===== src/rtl/updn_pkg.sv =====
package updn_pkg;

  // Decoded action for one clock edge
  typedef enum logic [1:0] {
    STEP_HOLD = 2'b00,
    STEP_INC  = 2'b01,
    STEP_DEC  = 2'b10
  } step_e;

endpackage


===== src/rtl/updn_step_decode.sv =====
module updn_step_decode
  import updn_pkg::*;
(
  input  logic  up_i,
  input  logic  down_i,
  output step_e step_o
);

  always_comb begin
    unique case ({up_i, down_i})
      2'b10:   step_o = STEP_INC;
      2'b01:   step_o = STEP_DEC;
      default: step_o = STEP_HOLD;
    endcase
  end

endmodule


===== src/rtl/updn_count_reg.sv =====
module updn_count_reg
  import updn_pkg::*;
#(
  parameter int WIDTH = 6
) (
  input  logic             clk_i,
  input  logic             preset_n_i,
  input  step_e            step_i,
  output logic [WIDTH-1:0] count_o
);

  localparam logic [WIDTH-1:0] ALL_ONES = {WIDTH{1'b1}};
  localparam logic [WIDTH-1:0] ONE      = {{(WIDTH-1){1'b0}}, 1'b1};

  logic [WIDTH-1:0] delta;
  logic [WIDTH-1:0] count_next;

  // One adder serves both directions: +1 or +all-ones (i.e. -1)
  always_comb begin
    unique case (step_i)
      STEP_INC: delta = ONE;
      STEP_DEC: delta = ALL_ONES;
      default:  delta = '0;
    endcase
    count_next = count_o + delta;
  end

  always_ff @(posedge clk_i or negedge preset_n_i) begin
    if (!preset_n_i) count_o <= ALL_ONES;
    else             count_o <= count_next;
  end


  preset_hold_chk: assert property (@(posedge clk_i)
    !preset_n_i |-> (count_o == ALL_ONES));

endmodule


===== src/rtl/updn_counter.sv =====
module updn_counter
  import updn_pkg::*;
#(
  parameter int WIDTH = 6
) (
  input  logic             clk_i,
  input  logic             preset_n_i,
  input  logic             up_i,
  input  logic             down_i,
  output logic [WIDTH-1:0] count_o
);

  localparam logic [WIDTH-1:0] MAX_VAL = {WIDTH{1'b1}};

  step_e step;

  updn_step_decode u_decode (
    .up_i   (up_i),
    .down_i (down_i),
    .step_o (step)
  );

  updn_count_reg #(.WIDTH(WIDTH)) u_reg (
    .clk_i      (clk_i),
    .preset_n_i (preset_n_i),
    .step_i     (step),
    .count_o    (count_o)
  );


  inc_step_chk: assert property (@(posedge clk_i) disable iff (!preset_n_i)
    (up_i && !down_i) |=> (count_o == $past(count_o) + 1'b1));


  dec_step_chk: assert property (@(posedge clk_i) disable iff (!preset_n_i)
    (!up_i && down_i) |=> (count_o == $past(count_o) - 1'b1));


  idle_hold_chk: assert property (@(posedge clk_i) disable iff (!preset_n_i)
    (!up_i && !down_i) |=> $stable(count_o));


  both_hold_chk: assert property (@(posedge clk_i) disable iff (!preset_n_i)
    (up_i && down_i) |=> $stable(count_o));


  wrap_up_chk: assert property (@(posedge clk_i) disable iff (!preset_n_i)
    (up_i && !down_i && count_o == MAX_VAL) |=> (count_o == '0));


  wrap_down_chk: assert property (@(posedge clk_i) disable iff (!preset_n_i)
    (!up_i && down_i && count_o == '0) |=> (count_o == MAX_VAL));

endmodule


===== config.mk =====
export PLATFORM = sky130hd
export DESIGN_NAME = updn_counter
export DESIGN_NICKNAME = d
export VERILOG_FILES = /design/src/rtl/updn_pkg.sv /design/src/rtl/updn_step_decode.sv /design/src/rtl/updn_count_reg.sv /design/src/rtl/updn_counter.sv
export SDC_FILE = /design/constraint.sdc
export NUM_CORES = 1
export LEC_CHECK = 0
export BUFFER_PORTS_ARGS = -buffer_cell sky130_fd_sc_hd__buf_2
export CORE_AREA = 4 4 41 43
export CTS_CLUSTER_DIAMETER = 40
export CTS_CLUSTER_SIZE = 12
export DETAILED_ROUTE_END_ITERATION = 10
export DIE_AREA = 0 0 45 47
export SLEW_MARGIN = 20
export SYNTH_ARGS = -nofsm -noshare
export SYNTH_HDL_FRONTEND = slang
export SYNTH_SLANG_ARGS = --single-unit

===== constraint.sdc =====
create_clock -name clk_i -period 2.9 [get_ports clk_i]
set_input_delay 0.145 -clock clk_i [delete_from_list [all_inputs] [get_ports clk_i]]
set_output_delay 0.145 -clock clk_i [all_outputs]
set_load 0.01 [all_outputs]

==> run summary <==
status - complete, no violations
startpoint types - register
CTS Buf Count - 3
Area Overhead vs Synth - 12.2%
die area - 2120 µm²
clock-pin transition on the worst setup and hold timing paths - 0.04 ns
simple-gate portion of the synthesized area - 14.2%
Routed WL - 739 µm
commonest cells after routing, fill and taps aside - 9 x buf_2, 6 x dfstp_2, 5 x xnor2_1, 4 x nand2_1, 4 x ha_1
H-Tree Depth - 1
# diodes - 0
fin crit period - 1.65 ns
unrepaired setup endpoints after global routing - no
worst vdd rail ir drop - 0.000566 V
Inst Count DP - 62
initial antenna violation count - 0
Hold WS - 0.395 ns
placed cell area - 473 µm²
FP Rows - 13
sequential power share - 44.4%
Ys Warns - 0
Chip Height - 47 µm
post-synthesis compound-gate area fraction - 15.3%
Root Buffer - clkbuf_4
Max Transition Viols Final - 0
ranking of synthesized cells by area - dfstp_2 35%, ha_1 11%, xnor2_1 9.7%
GRT Overall Usage - 8.50%
Synth Net Count - 50
post-route clock period utilization - 57.1%
CP endpoint kind - register
port bufs - 9
XOR/XNOR Fraction of Synth Area - 13.6%
initial cell density of the core - 34.6%
largest net degree at the start of global routing - 12
max-cap violations - 0
DP HPWL - 582 µm
Non-Filler Instances - 66
via count - 327
design area - 505 µm²
Clock Power Share - 14.5%
r2r setup slk - 1.25 ns
commonest non-fill, non-tap cell in the layout - buf_2
critical setup path kind - reg -> reg
total negative slack - 0 ns
largest area contributor in the netlist - dfstp_2
Total Power - 523 µW
largest family of logic cells by synthesized area - compound AO/OA/AOI/OAI gates
Syn Inst Count - 42
Final WS setup - 1.25 ns
Ports - 10
clock tree buffer depth - 2
PostCTS Resize Cnt - 0
Pint - 321 µW
Die Width - 45 µm
adder-cell share of the synthesized area - 11.1%
class of the worst hold path - in -> reg
share of cells above drive strength 1 - 41.2%
Residual DRC - 0
Via density - 4.95
share of the synthesized area in the top cell type - 35.0%
Seq cells post-synth - 6
Final GP Congestion - 0.716
Netlist cell types - 19
Layout Utilization - 38.8%
Worst Path Max Fanout - 9
Iter 0 DRT Violations - 3
Sw Pwr - 202 µW
CP required - 3.07 ns
worst-skew pair later-pin latency - 0.24 ns
Layout Nets - 61
leakage - 0.213 nW
largest reg by FF count - u_reg.count_o
power per cell area - 1030 nW/µm²
syn_area_per_cell - 10.7 µm²
relative slew slack - 71.4%
fmax - 604 MHz
CTS tree - done
Hold Vio Cnt, Final - 0
DRT antenna net count - 0
Largest regs - u_reg.count_o: 6 flops
multiplexer share of the synthesized area - 0%
switch share - 38.6%
Cell Area, Synth - 450 µm²
clk sinks - 6
pre-CTS setup slack - 1.08 ns
sequential fraction of the synthesis area - 35.0%
Slew @ Worst Pin - 0.429 ns
post-CTS setup buffers - 0
core box area - 1300 µm²
crit path DAT - 1.83 ns
Routed WL per cell - 11.2 µm
GRT overflow - 0
drt first pass iters - 4
first-pass GRT wire length - 1240 µm
max reg flops - 6
final setup violation count - 0
skew final - 0.00364 ns
hold buffers post-CTS - 1
Comb power frac - 41.1%
vias in the first global route - 297
-- final timing paths --
| path | from | end | cells past startpoint |
|---|---|---|---|
| min | down_i | u_reg.count_o[0]$_DFF_PN1_ | 4 |
| min in group asynchronous | preset_n_i | u_reg.count_o[3]$_DFF_PN1_ | 2 |
| max in group asynchronous | preset_n_i | u_reg.count_o[2]$_DFF_PN1_ | 2 |
| max reg2reg | u_reg.count_o[1]$_DFF_PN1_ | u_reg.count_o[4]$_DFF_PN1_ | 6 |
| max | u_reg.count_o[1]$_DFF_PN1_ | u_reg.count_o[4]$_DFF_PN1_ | 6 |
| min reg2reg | u_reg.count_o[5]$_DFF_PN1_ | u_reg.count_o[5]$_DFF_PN1_ | 1 |
-- critical path: stages, from the launching register on --
cell and delay, ns:
dfstp_2 0.61, xor2_1 0.09, ha_1 0.24, a211oi_1 0.24, a21oi_1 0.06, a32oi_1 0.20
xnor2_1 0.14
-- layer usage --
metal  track usage, %  vias to the layer above  share of wire (%)
li1                 -                      167                  -
met3             6.90                        0                 12
met5                0                        -                  0
met1             10.4                      147                 46
met4             1.75                        0                  0
met2             11.6                       13                 43
-- cell type report --
cell class                 instances  area [µm²]
inverter                           2        7.51
fill                             138         796
timing repair buffer              10        55.1
sequential                         6         158
clock buffer                       3        22.5
tap                               15        18.8
multi-input combinational         30         244
-- power groups by stage --
stage / combinational [mW] / sequential [mW] / clock (mW)
2_1_floorplan: 0.179 / 0.222 / 0
3_3_place_gp: 0.211 / 0.234 / 0
3_5_place_dp: 0.217 / 0.236 / 0
4_1_cts: 0.220 / 0.234 / 0.0812
5_1_grt: 0.241 / 0.243 / 0.0848
6_report: 0.215 / 0.232 / 0.0757
-- logic make-up after synthesis --
group,after synthesis
compound gates,10
fa+ha+maj,4
buf+inv,6
xor+xnor,7
simple gates,9
flops,6
-- synthesized netlist by cell type (all sizes together) --
library cell	number
nand2	4
xor2	2
inv	2
xnor2	5
buf	3
ha	4
nor3b	1
a22oi	1
clkbuf	1
a211oi	3
nor4	2
dfstp	6
nand2b	2
a21oi	3
a32oi	1
o31ai	2
No activity file was read; power rests on OpenSTA's default activity.
